<file path="src/rtl/pvic_pkg.sv">
package pvic_pkg;

  localparam int TYPE_W = 8;
  typedef logic [TYPE_W-1:0] type_t;

  // Fixed type numbers of the non-maskable classes
  localparam type_t TYPE_HWF = type_t'(0);
  localparam type_t TYPE_SWT = type_t'(1);
  localparam type_t TYPE_NMI = type_t'(2);

  typedef enum logic [1:0] {
    K_NMI = 2'd0,
    K_HWF = 2'd1,
    K_SWT = 2'd2,
    K_IRQ = 2'd3
  } kind_e;

  typedef enum logic [1:0] {
    S_IDLE = 2'd0,
    S_ACK  = 2'd1,
    S_SAVE = 2'd2,
    S_VEC  = 2'd3
  } seq_e;

  // Exceptions resume at the faulting instruction
  function automatic logic resume_current(kind_e k);
    return (k == K_HWF) || (k == K_SWT);
  endfunction

  // Type number of maskable source idx
  function automatic type_t src_type(int unsigned type_base, int unsigned idx);
    return type_t'(type_base + idx);
  endfunction

endpackage

</file>
<file path="src/rtl/pvic_flags.sv">
module pvic_flags #(
  parameter int NUM_SRC = 8
) (
  input  logic               clk,
  input  logic               rst_n,
  input  logic [NUM_SRC-1:0] irq_i,
  input  logic               nmi_i,
  input  logic               hwf_i,
  input  logic               swt_i,
  input  logic [NUM_SRC-1:0] clr_irq,
  input  logic               clr_nmi,
  input  logic               clr_hwf,
  input  logic               clr_swt,
  output logic [NUM_SRC-1:0] irq_pend,
  output logic               nmi_pend,
  output logic               hwf_pend,
  output logic               swt_pend
);

  logic nmi_q;
  logic nmi_rise;

  assign nmi_rise = nmi_i && !nmi_q;

  // One sticky flag per maskable source; a new request wins over a clear
  for (genvar g = 0; g < NUM_SRC; g++) begin : g_flag
    always_ff @(posedge clk) begin
      if (!rst_n) irq_pend[g] <= 1'b0;
      else        irq_pend[g] <= (irq_pend[g] && !clr_irq[g]) || irq_i[g];
    end
  end

  always_ff @(posedge clk) begin
    if (!rst_n) begin
      nmi_q    <= 1'b0;
      nmi_pend <= 1'b0;
      hwf_pend <= 1'b0;
      swt_pend <= 1'b0;
    end else begin
      nmi_q    <= nmi_i;
      nmi_pend <= (nmi_pend && !clr_nmi) || nmi_rise;
      hwf_pend <= (hwf_pend && !clr_hwf) || hwf_i;
      swt_pend <= (swt_pend && !clr_swt) || swt_i;
    end
  end


  nmi_once_chk: assert property (@(posedge clk) disable iff (!rst_n)
    (clr_nmi && nmi_i && nmi_q) |=> !nmi_pend);


  hwf_clear_chk: assert property (@(posedge clk) disable iff (!rst_n)
    (clr_hwf && !hwf_i) |=> !hwf_pend);

endmodule

</file>
<file path="src/rtl/pvic_arb.sv">
module pvic_arb
  import pvic_pkg::*;
#(
  parameter int                 NUM_SRC       = 8,
  parameter logic [NUM_SRC-1:0] DMA_SRCS      = 8'hC0,
  parameter int                 IRQ_TYPE_BASE = 32
) (
  input  logic [NUM_SRC-1:0] irq_pend,
  input  logic [NUM_SRC-1:0] mask,
  input  logic               gie,
  input  logic               boundary,
  input  logic               nmi_pend,
  input  logic               hwf_pend,
  input  logic               swt_pend,
  input  logic               idle,
  output logic               take,
  output kind_e              win_kind,
  output type_t              win_type,
  output logic [NUM_SRC-1:0] win_onehot
);

  localparam int IDX_W = (NUM_SRC > 1) ? $clog2(NUM_SRC) : 1;

  logic [NUM_SRC-1:0] elig;
  logic               dma_hit, dev_hit, irq_ok, any_req;
  logic [IDX_W-1:0]   dma_idx, dev_idx, sel_idx;

  assign elig = irq_pend & ~mask;

  // Scan downwards so the lowest index in each class is the last to stick
  always_comb begin
    dma_hit = 1'b0;
    dev_hit = 1'b0;
    dma_idx = '0;
    dev_idx = '0;
    for (int i = NUM_SRC - 1; i >= 0; i--) begin
      if (elig[i] && DMA_SRCS[i]) begin
        dma_hit = 1'b1;
        dma_idx = IDX_W'(i);
      end
      if (elig[i] && !DMA_SRCS[i]) begin
        dev_hit = 1'b1;
        dev_idx = IDX_W'(i);
      end
    end
  end

  assign sel_idx = dma_hit ? dma_idx : dev_idx;
  assign irq_ok  = gie && boundary && (dma_hit || dev_hit);

  always_comb begin
    win_kind = K_IRQ;
    win_type = src_type(IRQ_TYPE_BASE, 32'(sel_idx));
    any_req  = 1'b1;
    if (nmi_pend && boundary) begin
      win_kind = K_NMI;
      win_type = TYPE_NMI;
    end else if (hwf_pend) begin
      win_kind = K_HWF;
      win_type = TYPE_HWF;
    end else if (swt_pend) begin
      win_kind = K_SWT;
      win_type = TYPE_SWT;
    end else if (!irq_ok) begin
      any_req = 1'b0;
    end
  end

  assign take       = idle && any_req;
  assign win_onehot = (take && win_kind == K_IRQ) ? (NUM_SRC'(1) << sel_idx) : '0;

endmodule

</file>
<file path="src/rtl/pvic_regs.sv">
module pvic_regs #(
  parameter int NUM_SRC = 8,
  parameter int ADDR_W  = 32
) (
  input  logic               clk,
  input  logic               rst_n,
  input  logic               cfg_we,
  input  logic [1:0]         cfg_sel,
  input  logic [ADDR_W-1:0]  cfg_wdata,
  input  logic               take,
  output logic [NUM_SRC-1:0] mask_q,
  output logic               gie_q,
  output logic [ADDR_W-1:0]  base_q
);

  localparam logic [1:0] SEL_MASK = 2'd0;
  localparam logic [1:0] SEL_EN   = 2'd1;
  localparam logic [1:0] SEL_BASE = 2'd2;

  always_ff @(posedge clk) begin
    if (!rst_n) begin
      mask_q <= '1;
      gie_q  <= 1'b0;
      base_q <= '0;
    end else begin
      if (cfg_we) begin
        case (cfg_sel)
          SEL_MASK: mask_q <= cfg_wdata[NUM_SRC-1:0];
          SEL_EN:   gie_q  <= cfg_wdata[0];
          SEL_BASE: base_q <= cfg_wdata;
          default:  ;
        endcase
      end
      // Acceptance clears the enable after any write on the same edge
      if (take) gie_q <= 1'b0;
    end
  end


  take_clears_en_chk: assert property (@(posedge clk) disable iff (!rst_n)
    take |=> !gie_q);

endmodule

</file>
<file path="src/rtl/pvic_seq.sv">
module pvic_seq
  import pvic_pkg::*;
#(
  parameter int ADDR_W = 32
) (
  input  logic              clk,
  input  logic              rst_n,
  input  logic              take,
  input  kind_e             win_kind,
  input  type_t             win_type,
  input  logic [ADDR_W-1:0] base,
  output logic              idle,
  output kind_e             cur_kind,
  output logic              ack_o,
  output logic              save_o,
  output logic              bp_cur_o,
  output logic              vec_valid_o,
  output logic [ADDR_W-1:0] vec_addr_o,
  output type_t             type_o
);

  seq_e  state;
  type_t cur_type;

  function automatic logic [ADDR_W-1:0] entry_addr(logic [ADDR_W-1:0] b, type_t t);
    return b + (ADDR_W'(t) << 2);
  endfunction

  always_ff @(posedge clk) begin
    if (!rst_n) begin
      state    <= S_IDLE;
      cur_kind <= K_IRQ;
      cur_type <= '0;
    end else begin
      case (state)
        S_IDLE: if (take) begin
          state    <= S_ACK;
          cur_kind <= win_kind;
          cur_type <= win_type;
        end
        S_ACK:   state <= S_SAVE;
        S_SAVE:  state <= S_VEC;
        default: state <= S_IDLE;
      endcase
    end
  end

  assign idle        = (state == S_IDLE);
  assign ack_o       = (state == S_ACK);
  assign save_o      = (state == S_SAVE);
  assign vec_valid_o = (state == S_VEC);
  assign bp_cur_o    = save_o && resume_current(cur_kind);
  assign type_o      = cur_type;
  assign vec_addr_o  = entry_addr(base, cur_type);


  ack_then_save_chk: assert property (@(posedge clk) disable iff (!rst_n)
    ack_o |=> save_o);


  save_then_vec_chk: assert property (@(posedge clk) disable iff (!rst_n)
    save_o |=> vec_valid_o);


  phase_onehot_chk: assert property (@(posedge clk) disable iff (!rst_n)
    $onehot0({ack_o, save_o, vec_valid_o}));


  type_stable_chk: assert property (@(posedge clk) disable iff (!rst_n)
    (save_o || vec_valid_o) |-> $stable(type_o));

endmodule

</file>
<file path="src/rtl/prio_vec_intc.sv">
module prio_vec_intc
  import pvic_pkg::*;
#(
  parameter int                 NUM_SRC       = 8,
  parameter logic [NUM_SRC-1:0] DMA_SRCS      = 8'hC0,
  parameter int                 IRQ_TYPE_BASE = 32,
  parameter int                 ADDR_W        = 32
) (
  input  logic               clk,
  input  logic               rst_n,
  input  logic [NUM_SRC-1:0] irq_i,
  input  logic               nmi_i,
  input  logic               hw_fault_i,
  input  logic               sw_trap_i,
  input  logic               boundary_i,
  input  logic               cfg_we_i,
  input  logic [1:0]         cfg_sel_i,
  input  logic [ADDR_W-1:0]  cfg_wdata_i,
  output logic               int_en_o,
  output logic               ack_o,
  output logic               save_o,
  output logic               bp_cur_o,
  output logic               vec_valid_o,
  output logic [ADDR_W-1:0]  vec_addr_o,
  output logic [TYPE_W-1:0]  type_o
);

  logic [NUM_SRC-1:0] irq_pend, mask_q, win_onehot;
  logic               nmi_pend, hwf_pend, swt_pend;
  logic               gie_q, take, idle;
  logic [ADDR_W-1:0]  base_q;
  kind_e              win_kind, cur_kind;
  type_t              win_type, cur_type;

  // Named acceptance events per class
  logic take_nmi, take_hwf, take_swt;
  assign take_nmi = take && (win_kind == K_NMI);
  assign take_hwf = take && (win_kind == K_HWF);
  assign take_swt = take && (win_kind == K_SWT);

  pvic_flags #(.NUM_SRC(NUM_SRC)) u_flags (
    .clk      (clk),
    .rst_n    (rst_n),
    .irq_i    (irq_i),
    .nmi_i    (nmi_i),
    .hwf_i    (hw_fault_i),
    .swt_i    (sw_trap_i),
    .clr_irq  (win_onehot),
    .clr_nmi  (take_nmi),
    .clr_hwf  (take_hwf),
    .clr_swt  (take_swt),
    .irq_pend (irq_pend),
    .nmi_pend (nmi_pend),
    .hwf_pend (hwf_pend),
    .swt_pend (swt_pend)
  );

  pvic_arb #(
    .NUM_SRC      (NUM_SRC),
    .DMA_SRCS     (DMA_SRCS),
    .IRQ_TYPE_BASE(IRQ_TYPE_BASE)
  ) u_arb (
    .irq_pend  (irq_pend),
    .mask      (mask_q),
    .gie       (gie_q),
    .boundary  (boundary_i),
    .nmi_pend  (nmi_pend),
    .hwf_pend  (hwf_pend),
    .swt_pend  (swt_pend),
    .idle      (idle),
    .take      (take),
    .win_kind  (win_kind),
    .win_type  (win_type),
    .win_onehot(win_onehot)
  );

  pvic_regs #(.NUM_SRC(NUM_SRC), .ADDR_W(ADDR_W)) u_regs (
    .clk      (clk),
    .rst_n    (rst_n),
    .cfg_we   (cfg_we_i),
    .cfg_sel  (cfg_sel_i),
    .cfg_wdata(cfg_wdata_i),
    .take     (take),
    .mask_q   (mask_q),
    .gie_q    (gie_q),
    .base_q   (base_q)
  );

  pvic_seq #(.ADDR_W(ADDR_W)) u_seq (
    .clk        (clk),
    .rst_n      (rst_n),
    .take       (take),
    .win_kind   (win_kind),
    .win_type   (win_type),
    .base       (base_q),
    .idle       (idle),
    .cur_kind   (cur_kind),
    .ack_o      (ack_o),
    .save_o     (save_o),
    .bp_cur_o   (bp_cur_o),
    .vec_valid_o(vec_valid_o),
    .vec_addr_o (vec_addr_o),
    .type_o     (cur_type)
  );

  assign type_o   = cur_type;
  assign int_en_o = gie_q;


  irq_at_boundary_chk: assert property (@(posedge clk) disable iff (!rst_n)
    (ack_o && cur_kind == K_IRQ) |-> $past(boundary_i));


  irq_needs_en_chk: assert property (@(posedge clk) disable iff (!rst_n)
    (ack_o && cur_kind == K_IRQ) |-> $past(int_en_o));


  ack_en_low_chk: assert property (@(posedge clk) disable iff (!rst_n)
    ack_o |-> !int_en_o);


  bp_class_chk: assert property (@(posedge clk) disable iff (!rst_n)
    save_o |-> (bp_cur_o == (type_o < TYPE_NMI)));

endmodule

</file>
<file path="config.mk">
export PLATFORM = sky130hd
export DESIGN_NAME = prio_vec_intc
export DESIGN_NICKNAME = d
export VERILOG_FILES = /design/src/rtl/pvic_pkg.sv /design/src/rtl/pvic_flags.sv /design/src/rtl/pvic_arb.sv /design/src/rtl/pvic_regs.sv /design/src/rtl/pvic_seq.sv /design/src/rtl/prio_vec_intc.sv
export SDC_FILE = /design/constraint.sdc
export NUM_CORES = 1
export LEC_CHECK = 0
export ABC_CLOCK_PERIOD_IN_PS = 4190
export BUFFER_PORTS_ARGS = -buffer_cell sky130_fd_sc_hd__buf_2
export CELL_PAD_IN_SITES_DETAIL_PLACEMENT = 0
export CELL_PAD_IN_SITES_GLOBAL_PLACEMENT = 1
export CORE_ASPECT_RATIO = 1.5
export CORE_MARGIN = 2
export CORE_UTILIZATION = 41
export CTS_CLUSTER_SIZE = 8
export DETAILED_ROUTE_END_ITERATION = 10
export PLACE_DENSITY = 0.89
export SETUP_SLACK_MARGIN = 0.1
export SLEW_MARGIN = 15
export SYNTH_ARGS = -nofsm -noshare
export SYNTH_HDL_FRONTEND = slang
export SYNTH_SLANG_ARGS = --single-unit
export TNS_END_PERCENT = 100
</file>
<file path="constraint.sdc">
create_clock -name clk -period 4.19 [get_ports clk]
set_clock_uncertainty 0.05 [all_clocks]
set_input_delay 0.419 -clock clk [delete_from_list [all_inputs] [get_ports clk]]
set_output_delay 0.419 -clock clk [all_outputs]
set_load 0.02 [all_outputs]
</file>
; ---- Word-level counts from Yosys, hierarchy flattened
; Cells that the tools add are included.
[word_totals]
inputBits = 49
word_cells = 119
regBits = 65
output_inout_bits = 45
[op_classes]
n_shift = 1
mux = 30
bitwise_logic = 3
n_reduce_logical = 54
add_sub_neg = 2
n_eq_ne = 11
[ops]
columns = cell, count
row1 = $add A32 B10 Y32, 1
row2 = $mux W8, 4
row3 = $mux W3, 9
row4 = $logic_and A1 B1 Y1, 21
row5 = $logic_or A1 B1 Y1, 13
row6 = $mux W1, 13
row7 = $eq A2 B2 Y1 const B, 6
row8 = $logic_not A1 Y1, 12
row9 = $and A8 B8 Y8, 1
row10 = $eq A2 B1 Y1 const B, 4
row11 = $not A8 Y8, 1
row12 = $reduce_and A2 Y1, 4
row13 = $shl A1 B3 Y8 const A, 1
row14 = $add A6 B3 Y7 const A, 1
row15 = $logic_not A2 Y1, 3
row16 = $mux W2, 3
row17 = $pmux W2 S3, 1
row18 = $ne A2 B2 Y1 const B, 1
row19 = $reduce_or A2 Y1, 1
row20 = $not A1 Y1, 1

; ---- Depth between registers and ports, before layout
; Gate-level depths: netlist (run 1).
[depth]
ltp_word = 20
mapped_depth = 8

; ---- Modules after synthesis
; A second synthesis (run 1) with hierarchy kept.
[unflattened]
hier_cells = 459
hier_area_um2 = 3900.0
[modules_own_cells]
columns = mod, instances, cells_each, area_per_inst_um2, seq_area_each_um2
row1 = pvic_regs, 1, 182, 1720.4, 820.8
row2 = pvic_seq, 1, 183, 1393.8, 240.2
row3 = pvic_flags, 1, 37, 420.4, 240.2
row4 = pvic_arb, 1, 54, 335.3, 0.0
row5 = prio_vec_intc, 1, 3, 30.0, 0.0

; ---- Worst setup path before layout (run 1)
; OpenSTA, ideal clock, no wires.
[synth_path]
path_kind = register -> output
startpoint = register u_seq.cur_type[0], in the netlist u_seq.type_o[0]
endpoint = output port vec_addr_o[20]
t_arrival_ns = 2.277
path_slack_ns = 1.444
path_stages_with_launch = 9
t_required_ns = 3.721
path_buffers = 0
cell_sequence = dfxtp_1 > ha_1 > inv_1 > fa_1 > nor2b_1 > o2111ai_1 > a211oi_2 > nand4_1 > xnor2_1
[synth_between]
elab_chain_len = 1
[synth_rtl]
columns = element, line_no
row1 = "start, declared", pvic_seq.sv:23  ; type_t cur_type;
row2 = "start signal, assigned", pvic_seq.sv:39  ; cur_type <= win_type;
row3 = $add A32 B10 Y32, pvic_seq.sv:26  ; return b + (ADDR_W'(t) << 2);
row4 = "end, declared", prio_vec_intc.sv:24  ; output logic [ADDR_W-1:0] vec_addr_o,
; Every way passes these cells.

; ---- Final worst setup path (run 1)
; Ends and elaborated chain as after synthesis.

==> impl_results.md, run 1 <==
- Status: finished clean
- Placed Instances: 592
- Fin nets: 556
- RSZ-0062 raised after global routing: false
- Synth warn: 0
- FF+latch count, synth: a little over 60
- Core area: 7908 um^2
- Post-CTS setup buffer count: 0
- Register area share after synthesis: 36.84%
- Max Slew Vio Count: 0
- Final worst path period need: approximately 3.1 ns
- Area growth syn-to-layout: 21.63%
- Comb pwr share: 19.2%
- CTS H-Tree Depth: 3
- FF-to-FF End: u_flags.irq_pend[5]$_SDFF_PN0_
- HPWL after DPL: 6033 um
- PostCTS Resize Cnt: 0
- Most frequent cells in the layout: nand2_1 (106), buf_2 (89), dfxtp_1 (61)
- Crit-path max FO: 4
- Setup violation total in the final timing report: 0
- Fin crit share: ~73%
- Die Area: 8834 um^2
- Maximum vdd ir drop: 0.2816 mV
- DRC: 0
- Drt wl/cell: between 10 and 15 um
- Gpl congestion: around 0.83
- CP arrival: around 2.6 ns
- Routed Antenna Nets: 0
- Synth Area per Inst: 7.967 um^2
- Most used DFF post-synth: dfxtp_1
- Hold Path Stages: 3
- Num rows: 40
- Most common cell after layout, fill and taps aside: nand2_1
- Clock-pin transition on the worst setup and hold timing paths: around 0.050 ns
- Reg power frac: around 41%
- Vias: around 3.0k
- Maximum clock path buffer count: 2
- Share of post-route cells with drive strength above 1: 25.95%
- CP Capture Type: output port
- Post-synth EDFFs: 0
- Int Power: ~1.1 mW
- Worst hold-check path type: in -> reg
- Diodes inserted: 0
- Root Driver: clkbuf_16
- CTS tree: built
- F_max: between 300 and 400 MHz
- Max-cap viol count: 0
- Iter 0 DRT Violations: 106
- Worst Setup Path Type: reg -> out
- Mapped cell area: 3314 um^2
- All-layer global routing usage: 19.07%
- Routed wire length: 8179 um
- WHS: 0.2495 ns
- Post-synthesis cell type count: 59
- Crit path required time: 3.72 ns
- Net Sw Power: about 460 uW
- First-pass GRT wire length: 13160 um
- Hold Buf Count CTS: 0
- Startpoint Class: flip-flop
- I/O pins: 94
- Setup_tns: 0 ns
- Hold Startpoint: sw_trap_i
- Slew headroom: between 40% and 50%
- Port Buf Inserts: 89
- Total CTS buffers: 9
- Chip Height: 114.1 um
- Initial antenna violation count: 0
- Asr flop ratio synth: 0%
- Fill count: 819
- Pwr dens: 393.8 nW/um^2
- Vias in the first global route: 2857
- Worst reg2reg startpoint: u_seq.state[1]$_SDFFE_PN0P_
- Endpoints failing hold: 0
- Non-Filler Instances: ~610
- Hold EP: u_flags.swt_pend$_SDFF_PN0_
- Worst R2R Path Depth: 7
- Clock sink count: 61
- Worst-Margin Slew: 0.8781 ns
- Vias/cell: 4.947
- Largest net degree at the start of global routing: 33
- FF-to-FF setup slack: approximately 2.2 ns
- Aggregate global routing overflow: 0
- Initial Util: 41.91%
- Die Span X: 77.41 um
- First-pass DRT Iterations: 4
- Worst skew pair latency: 0.32 ns
- Static leakage: ~1.8 nW
- Cells after synthesis: approximately 420
- Switching share of total power: around 29%
- Clock network fraction of total power: 39.3%
## through the flow
step / cell area (um^2) / power (mW) / util, % / setup slack [ns]
finish: 4031 / 1.588 / 50.98 / 1.125
global route: 4031 / 1.667 / 50.98 / 0.8712
CTS: 4030 / 1.605 / 50.97 / 1.109
detailed placement: 3782 / 0.9761 / 47.83 / 1.474
global placement: 3782 / 0.9693 / 47.83 / 1.514
floorplan: 3326 / 0.8858 / - / 1.444
## cell families (layout without fill, tap and decap cells)
family,after synthesis,in the layout,synth area share (%)
XOR/XNOR,28,28,7.399
buffers and inverters,42,124,6.229
other,1,4,0.1131
adder cells (fa/ha/maj),9,9,3.624
flip-flops,61,61,36.84
multiplexers,4,4,1.208
AO/OA/AOI/OAI,80,80,16.01
AND/OR/NAND/NOR,191,191,28.58
## critical path, cell delays in order (launching register included)
cell	delay (ns)
dfxtp_1	0.34
ha_1	0.17
inv_1	0.06
fa_1	0.40
nor2b_1	0.20
o2111ai_1	0.18
a211oi_2	0.43
nand4_1	0.17
xnor2_1	0.14
buf_2	0.18
## sequential cells by signal, summed over array words and instances, names as in the netlist
| signal | flops |
|---|---|
| u_flags.hwf_pend | 1 |
| u_seq.cur_kind | 2 |
| u_flags.nmi_q | 1 |
| u_regs.mask_q | 8 |
| u_flags.nmi_pend | 1 |
| u_flags.swt_pend | 1 |
| u_regs.base_q | 32 |
| u_flags.irq_pend | 8 |
| u_seq.type_o | 4 |
| u_regs.gie_q | 1 |
| u_seq.state | 2 |
## final cells by class
cell class | count | area, um^2 | area share (%)
Timing Repair Buffer | 91 | 460.4 | 11.42
Sequential cell | 61 | 1221 | 30.29
Tap cell | 105 | 131.4 | 3.259
Clock inverter | 3 | 15.01 | 0.3724
Multi-Input combinational cell | 316 | 1899 | 47.11
Inverter | 19 | 71.32 | 1.769
Clock buffer | 11 | 232.7 | 5.773
## synthesized netlist by cell type (2+ instances only)
library cell,count,area (um^2)
xnor2_1,20,175.2
ha_1,8,100.1
a21o_1,2,15.01
clkbuf_2,2,10.01
o2111ai_1,2,17.52
and2_1,3,18.77
o21ai_1,2,10.01
and2b_2,3,26.28
inv_1,19,71.32
or3b_2,2,17.52
nand2b_1,7,43.79
nor2b_1,5,31.28
nor3b_2,2,25.02
and4_1,2,17.52
nand4_1,7,43.79
a21oi_1,48,240.2
o21ai_0,6,30.03
clkbuf_8,2,27.53
buf_4,7,52.55
nand2_1,106,397.9
dfxtp_1,61,1221
nand3_1,15,75.07
nor2_1,21,78.83
a21oi_2,3,26.28
mux2i_1,4,40.04
clkbuf_1,12,45.04
nand3b_1,2,15.01
nor3_1,3,15.01
o31ai_1,2,15.01
xor2_1,8,70.07
and3_1,2,12.51
## routing by layer
metal / track usage (%) / share of wire, % / vias up
met5: 0 / 0 / -
met4: 9.524 / 1.1 / 0
met3: 2.918 / 3.7 / 6
met2: 34.55 / 53 / 73
met1: 21.56 / 42 / 1370
li1: - / - / 1549
## how the worst max path moves through the flow
stage                                 startpoint        endpoint  slack [ns]  depth (start not counted)
finish              u_seq.type_o[0]$_SDFFE_PN0P_  vec_addr_o[20]        1.13                          9
global route        u_seq.type_o[0]$_SDFFE_PN0P_  vec_addr_o[20]        0.87                          9
CTS                 u_seq.type_o[0]$_SDFFE_PN0P_  vec_addr_o[20]        1.11                          9
detailed placement  u_seq.type_o[0]$_SDFFE_PN0P_  vec_addr_o[20]        1.47                          9
global placement    u_seq.type_o[0]$_SDFFE_PN0P_  vec_addr_o[20]        1.51                          9
floorplan           u_seq.type_o[0]$_SDFFE_PN0P_  vec_addr_o[20]        1.44                          8
## power groups by stage
stage               logic [mW]  clock network (mW)  registers [mW]
floorplan                0.219                   0           0.666
global placement         0.303                   0           0.666
detailed placement       0.308                   0           0.668
CTS                      0.308               0.639           0.657
global route             0.338               0.667           0.662
finish                   0.305               0.624           0.658
Power figures use the tool's default switching activity.
==> inputs of run 2 (changes only) <==
--- a/config.mk
+++ b/config.mk
@@ -5,16 +5,17 @@
 export SDC_FILE = /design/constraint.sdc
 export NUM_CORES = 1
 export LEC_CHECK = 0
-export ABC_CLOCK_PERIOD_IN_PS = 4190
+export ABC_AREA = 1
+export ABC_CLOCK_PERIOD_IN_PS = 3100
 export BUFFER_PORTS_ARGS = -buffer_cell sky130_fd_sc_hd__buf_2
 export CELL_PAD_IN_SITES_DETAIL_PLACEMENT = 0
 export CELL_PAD_IN_SITES_GLOBAL_PLACEMENT = 1
 export CORE_ASPECT_RATIO = 1.5
 export CORE_MARGIN = 2
-export CORE_UTILIZATION = 41
+export CORE_UTILIZATION = 36
 export CTS_CLUSTER_SIZE = 8
 export DETAILED_ROUTE_END_ITERATION = 10
-export PLACE_DENSITY = 0.89
+export PLACE_DENSITY = 0.82
 export SETUP_SLACK_MARGIN = 0.1
 export SLEW_MARGIN = 15
 export SYNTH_ARGS = -nofsm -noshare
==> constraint.sdc (replaced) <==
create_clock -name clk -period 3.1 [get_ports clk]
set_clock_uncertainty 0.05 [all_clocks]
set_input_delay 0.31 -clock clk [delete_from_list [all_inputs] [get_ports clk]]
set_output_delay 0.31 -clock clk [all_outputs]
set_load 0.02 [all_outputs]
==> impl_results.md, run 2 <==
- Biggest register: u_regs.base_q
- CTS H-Tree Depth: 3
- I/O pins: between 90 and 100
- Status: finished clean
- Final Util: 47.04%
- Core area: roughly 9000 um^2
- Most used DFF post-synth: dfxtp_1
- Setup_tns: 0 ns
- Asr flop ratio synth: 0%
- Endpoints failing hold: 0
- DRC: 0
- Cell mode on critical path: nor2_4
- Static leakage: 2.050 nW
- Net Sw Power: 678.1 uW
- Num rows: 42
- Initial antenna violation count: 0
- Synth Area per Inst: 7.111 um^2
- Worst R2R Path Depth: 10
- All-layer global routing usage: 18.85%
- Clock network fraction of total power: between 40% and 50%
- Final worst path period need: between 2 and 3 ns
- Post-synthesis cell type count: 37
- Post-CTS setup buffer count: 0
- Most frequent cells after synthesis: nand2_1 (76), dfxtp_1 (61), nor2_1 (60)
- Maximum vdd ir drop: 0.3374 mV
- Top area cells in the synthesized netlist: dfxtp_1 (37%), nand2_1 (8.8%), nor2_1 (6.9%), o21ai_0 (6.6%), inv_1 (6.5%)
- Cells after synthesis: 458
- Initial Util: ~37%
- Startpoint Class: flip-flop
- Aggregate global routing overflow: 0
- Area growth syn-to-layout: 27.51%
- Maximum clock path buffer count: 2
- Worst Setup Path Type: reg -> out
- Iter 0 DRT Violations: 95
- Crit path max-delay family: simple AND/OR/NAND/NOR gates
- Fill count: 954
- CP max stage delay: 0.41 ns
- Clock-pin transition on the worst setup and hold timing paths: about 0.05 ns
- First-pass GRT wire length: around 14000 um
- Hold Buf Count CTS: 0
- Worst-Margin Slew: just under 0.7 ns
- F_max: 356.8 MHz
- Largest register FFs: 32
- RSZ-0062 raised after global routing: false
- Total chip power: 2.538 mW
- Root Driver: clkbuf_16
- Vias in the first global route: approximately 3.3k
- Crit path required time: 2.74 ns
- Max Slew Vio Count: 0
- Setup violation total in the final timing report: 0
- Int Power: 1.860 mW
- Fin nets: 604
- CP Capture Type: output port
- Cell depth of the worst setup path: 13
- Area share of the largest cell type after synthesis: 37.50%
- Fin crit share: approximately 90%
- Vias/cell: just under 5
- Crit-path max FO: 4
- Synth warn: 0
- Port Buf Inserts: 89
- Max-cap viol count: 0
- Clock sink count: 61
- Buffers and inverters on the worst path: 3
- Reg power frac: 36.0%
- Diodes inserted: 0
- Die Area: 9839 um^2
- Placed inst area: about 3800 um^2
- Comb pwr share: between 10% and 20%
- Critical path cell sequence: ha_1 > inv_1 > fa_1 > o21ai_2 > nand3_2 > nand2_4 > nand3_4 > nor2_4 > inv_2 > nor2_4 > nand3b_1 > nand2_1 > buf_2
- Die Span X: 81.66 um
- PostCTS Resize Cnt: 0
- Post-synth top area cell: dfxtp_1
- Most frequent cells in the layout: buf_2 (89), nand2_1 (76), dfxtp_1 (61)
- Post-route cell area: 4153 um^2
- CP arrival: ~2.4 ns
- Share of post-route cells with drive strength above 1: 23.41%
- Register area share after synthesis: 37.50%
- Largest net degree at the start of global routing: 45
- Routed Antenna Nets: 0
- First-pass DRT Iterations: 4
- Most frequent cell after synthesis: nand2_1
- Total CTS buffers: 9
- Mapped cell area: about 3300 um^2
- HPWL after DPL: a little under 7000 um
- Pwr dens: 611.1 nW/um^2
- Chip Height: 120.5 um
- Worst hold-check path type: in -> reg
- CTS tree: built
- Post-synth EDFFs: 0
- Routed wire length: 8655 um
- Worst skew pair latency: 0.33 ns
- CP max-delay cell: fa_1
- Vias: approximately 3.2k
- Gpl congestion: 0.8315
- FF+latch count, synth: 61
- Regs by FF count: u_regs.base_q x32, u_flags.irq_pend x8, u_regs.mask_q x8
- Switching share of total power: 26.72%
- Hold Path Stages: 3
- Drt wl/cell: 13.09 um
- Most common cell after layout, fill and taps aside: buf_2
- Slew headroom: around 54%
==> run 2: kinds of logic (layout without fill, tap and decap cells) <==
family	count (synthesis)	after routing	share of synthesized area, %
simple gates	192	192	26.89
compound gates	87	87	14.29
buf+inv	80	170	9.950
flops	61	61	37.50
xor+xnor	27	27	7.261
fa+ha+maj	9	9	3.688
other cells	1	4	0.1151
mux	1	1	0.3073
==> run 2: layout make-up <==
type | count | area, um^2 | share of cell area [%]
multi-input cells | 320 | 1728 | 41.61
flip-flops and latches | 61 | 1221 | 29.41
repair buffers | 93 | 475.5 | 11.45
clock buffers | 13 | 270.3 | 6.508
inverters | 61 | 230.2 | 5.544
well taps | 110 | 137.6 | 3.314
clock inverters | 3 | 90.09 | 2.169
==> run 2: per-layer routing <==
layer,global-route usage (%),wire length (um),vias up,part of all wire [%]
met2,33.15,4492,98,52
met3,3.507,390,26,4.5
met4,11.35,292,0,3.4
li1,-,-,1645,-
met5,0,0,-,0
met1,20.29,3480,1442,40
==> run 2: tightest hold or removal path, delay by kind of cell <==
kind            cells  cell delay (ns)
compound gates      1             0.03
buf+inv             1             0.08
simple gates        1             0.06
==> run 2: power by group through the flow <==
| stage | Combinational, mW | Clock [mW] | Sequential (mW) |
|---|---|---|---|
| finish | 0.435 | 1.19 | 0.912 |
| global route | 0.495 | 1.25 | 0.922 |
| CTS | 0.445 | 1.21 | 0.912 |
| detailed placement | 0.442 | 0 | 0.928 |
| global placement | 0.439 | 0 | 0.924 |
| floorplan | 0.298 | 0 | 0.922 |
==> run 2: path summary, 6_finish.rpt <==
kind / start / endpoint / slack, ns
min: sw_trap_i / u_flags.swt_pend$_SDFF_PN0_ / 0.14
min reg2reg: u_flags.nmi_q$_SDFF_PN0_ / u_flags.nmi_pend$_SDFF_PN0_ / 0.38
max reg2reg: u_regs.mask_q[6]$_SDFFE_PN1P_ / u_flags.irq_pend[5]$_SDFF_PN0_ / 1.40
max: u_seq.type_o[0]$_SDFFE_PN0P_ / vec_addr_o[30] / 0.30
==> run 2: per-stage QoR <==
step                hold slack [ns]  setup slack (ns)  instances
floorplan                    0.3581            0.5330        461
global placement             0.3681            0.6422        645
detailed placement           0.3783            0.6092        645
CTS                          0.1342            0.2484        661
global route                 0.1583            0.1067        661
finish                       0.1388            0.2973        661
==> inputs of run 3 (changes only) <==
--- a/config.mk
+++ b/config.mk
@@ -5,17 +5,16 @@
 export SDC_FILE = /design/constraint.sdc
 export NUM_CORES = 1
 export LEC_CHECK = 0
-export ABC_AREA = 1
 export ABC_CLOCK_PERIOD_IN_PS = 3100
 export BUFFER_PORTS_ARGS = -buffer_cell sky130_fd_sc_hd__buf_2
 export CELL_PAD_IN_SITES_DETAIL_PLACEMENT = 0
 export CELL_PAD_IN_SITES_GLOBAL_PLACEMENT = 1
 export CORE_ASPECT_RATIO = 1.5
 export CORE_MARGIN = 2
-export CORE_UTILIZATION = 36
+export CORE_UTILIZATION = 38
 export CTS_CLUSTER_SIZE = 8
 export DETAILED_ROUTE_END_ITERATION = 10
-export PLACE_DENSITY = 0.82
+export PLACE_DENSITY = 0.84
 export SETUP_SLACK_MARGIN = 0.1
 export SLEW_MARGIN = 15
 export SYNTH_ARGS = -nofsm -noshare
==> impl_results.md, run 3 (synthesis gave the netlist of run 1 again) <==
- Slew headroom: 61.51%
- Area of the multi-input gates: 1902 um^2
- Area growth syn-to-layout: 23.93%
- Aggregate global routing overflow: 0
- Share of post-route cells with drive strength above 1: between 20 and 30%
- Die Area: 9501 um^2
- Setup_tns: 0 ns
- CTS H-Tree Depth: 3
- RSZ-0062 raised after global routing: true
- Die Span X: approximately 80 um
- Fin crit share: ~92%
- Hold Startpoint: irq_i[0]
- Cell mode on critical path: buf_4
- DRC: 0
- Vias in the first global route: roughly 2.8k
- Chip Height: 118.4 um
- Worst-Margin Slew: 0.5748 ns
- Regs by FF count: u_regs.base_q x32, u_flags.irq_pend x8, u_regs.mask_q x8
- HPWL after DPL: 6193 um
- Crit-path max FO: 4
- CP max-delay cell: fa_1
- Maximum vdd ir drop: 0.3205 mV
- Clock sink count: 61
- WHS: 0.1469 ns
- Non-Filler Instances: 613
- Root Driver: clkbuf_16
- CP arrival: roughly 2.5 ns
- Drt wl/cell: 13.44 um
- Endpoints failing hold: 0
- Grt met1 use: 20.25%
- Critical path cell sequence: ha_1 > inv_1 > fa_1 > nor2b_2 > o2111ai_1 > a211oi_2 > buf_4 > nand4_1 > xnor2_1 > buf_4
- Met3 GRT Util: roughly 3.7%
- Worst hold-check path type: in -> reg
- Total chip power: 2.291 mW
- F_max: approximately 350 MHz
- Final worst path period need: 2.839 ns
- CTS tree: built
- Num rows: a little over 40
- All-layer global routing usage: between 15 and 20%
- First-pass DRT Iterations: 4
- Placed Instances: 595
- Gpl congestion: 0.8353
- I/O pins: 94
- Largest register FFs: 32
- Vias/cell: 4.931
- Iter 0 DRT Violations: 98
- Largest net degree at the start of global routing: 38
- Global Route met2 Usage: 31.20%
- Diodes inserted: 0
- Fill count: 894
- Fin nets: 559
- Pwr dens: 557.7 nW/um^2
- Max Slew Vio Count: 0
- Vias: just over 3k
- Sequential cell area: between 1000 and 1500 um^2
- First-pass GRT wire length: about 13000 um
- Biggest register: u_regs.base_q
- Routed Antenna Nets: 0
- GRT Max-Usage Layer: met2
- Startpoint Class: flip-flop
- CP Capture Type: output port
- Maximum clock path buffer count: 2
- Total CTS buffers: 9
- Port Buf Inserts: 89
- Setup violation total in the final timing report: 0
- Status: finished clean
- Initial Util: a little under 40%
- Worst reg2reg startpoint: u_seq.state[0]$_SDFFE_PN0P_
- Core area: 8464 um^2
- CP max stage delay: ~0.42 ns
- Worst Setup SP: u_seq.type_o[0]$_SDFFE_PN0P_
- Static leakage: 1.811 nW
- Clock-pin transition on the worst setup and hold timing paths: about 0.050 ns
- Worst skew pair latency: roughly 0.33 ns
- Most frequent cells in the layout: nand2_1 (106), buf_2 (88), dfxtp_1 (61)
- Crit path required time: 2.74 ns
- Max-cap viol count: 0
- Routed wire length: around 8200 um
- Initial antenna violation count: 0
- Worst Setup Path Type: reg -> out
- Most common cell after layout, fill and taps aside: nand2_1
run 3: changes by cell type in the layout (fill, tap and decap cells not counted), moves of 4 or more:
cell      before  now
inv_1         56   19
xor2_1        17    8
nor2_1        60   21
o21ai_0       43    6
nor3_1        13    3
xnor2_1       10   20
nor2b_1        0    4
nand2b_1       0    7
nor2_2         5    0
o211ai_1       8    1
a21oi_1       31   48
nand2_1       76  106
run 3: repair_timing:
item                       4_1_cts  5_1_grt
hold buffers                     0        0
setup endpoints to repair        0        4
resized for setup                0        3
buffers inserted                 0        2
run 3: power breakdown:
part | switching, mW | internal [mW]
clock | 0.350 | 0.641
combinational | 0.246 | 0.166
sequential | 0.0504 | 0.838
run 3: worst paths after layout:
check / endpoint / slack, ns / cells after the start
max: vec_addr_o[20] / 0.26 / 10
min: u_flags.irq_pend[0]$_SDFF_PN0_ / 0.15 / 3
max reg2reg: u_flags.irq_pend[5]$_SDFF_PN0_ / 1.15 / 7
min reg2reg: u_regs.base_q[0]$_SDFFE_PN0P_ / 0.40 / 2
run 3: metrics by stage:
| step | setup slack, ns | utilization, % | cell area (um^2) |
|---|---|---|---|
| finish | 0.2612 | 48.53 | 4108 |
| CTS | 0.1051 | 48.28 | 4086 |
| floorplan | 0.4632 | - | 3326 |
| detailed placement | 0.4864 | 44.80 | 3792 |
| global route | 0.06969 | 48.53 | 4108 |
| global placement | 0.5060 | 44.80 | 3792 |
run 3: worst max-delay path: cells and delay by family (launching register included):
kind	cells	cell delay (ns)
adders and majority gates	2	0.59
buffers and inverters	3	0.38
AOI/OAI and AO/OA	2	0.38
DFF	1	0.35
and+or+nand+nor	2	0.29
xor gates and xnor gates	1	0.16
run 3: final cells by class:
type | count | share of cell area [%]
Clock buffer | 12 | 6.001
Inverter | 19 | 1.736
Timing Repair Buffer | 94 | 11.82
Sequential cell | 61 | 29.73
Multi-Input combinational cell | 316 | 46.30
Clock inverter | 4 | 1.157
Tap cell | 107 | 3.259
run 3: layer usage:
metal | part of all wire [%] | up-vias
li1 | - | 1557
met1 | 42 | 1387
met2 | 52 | 72
met3 | 4.3 | 7
met4 | 1.3 | 0
met5 | 0 | -
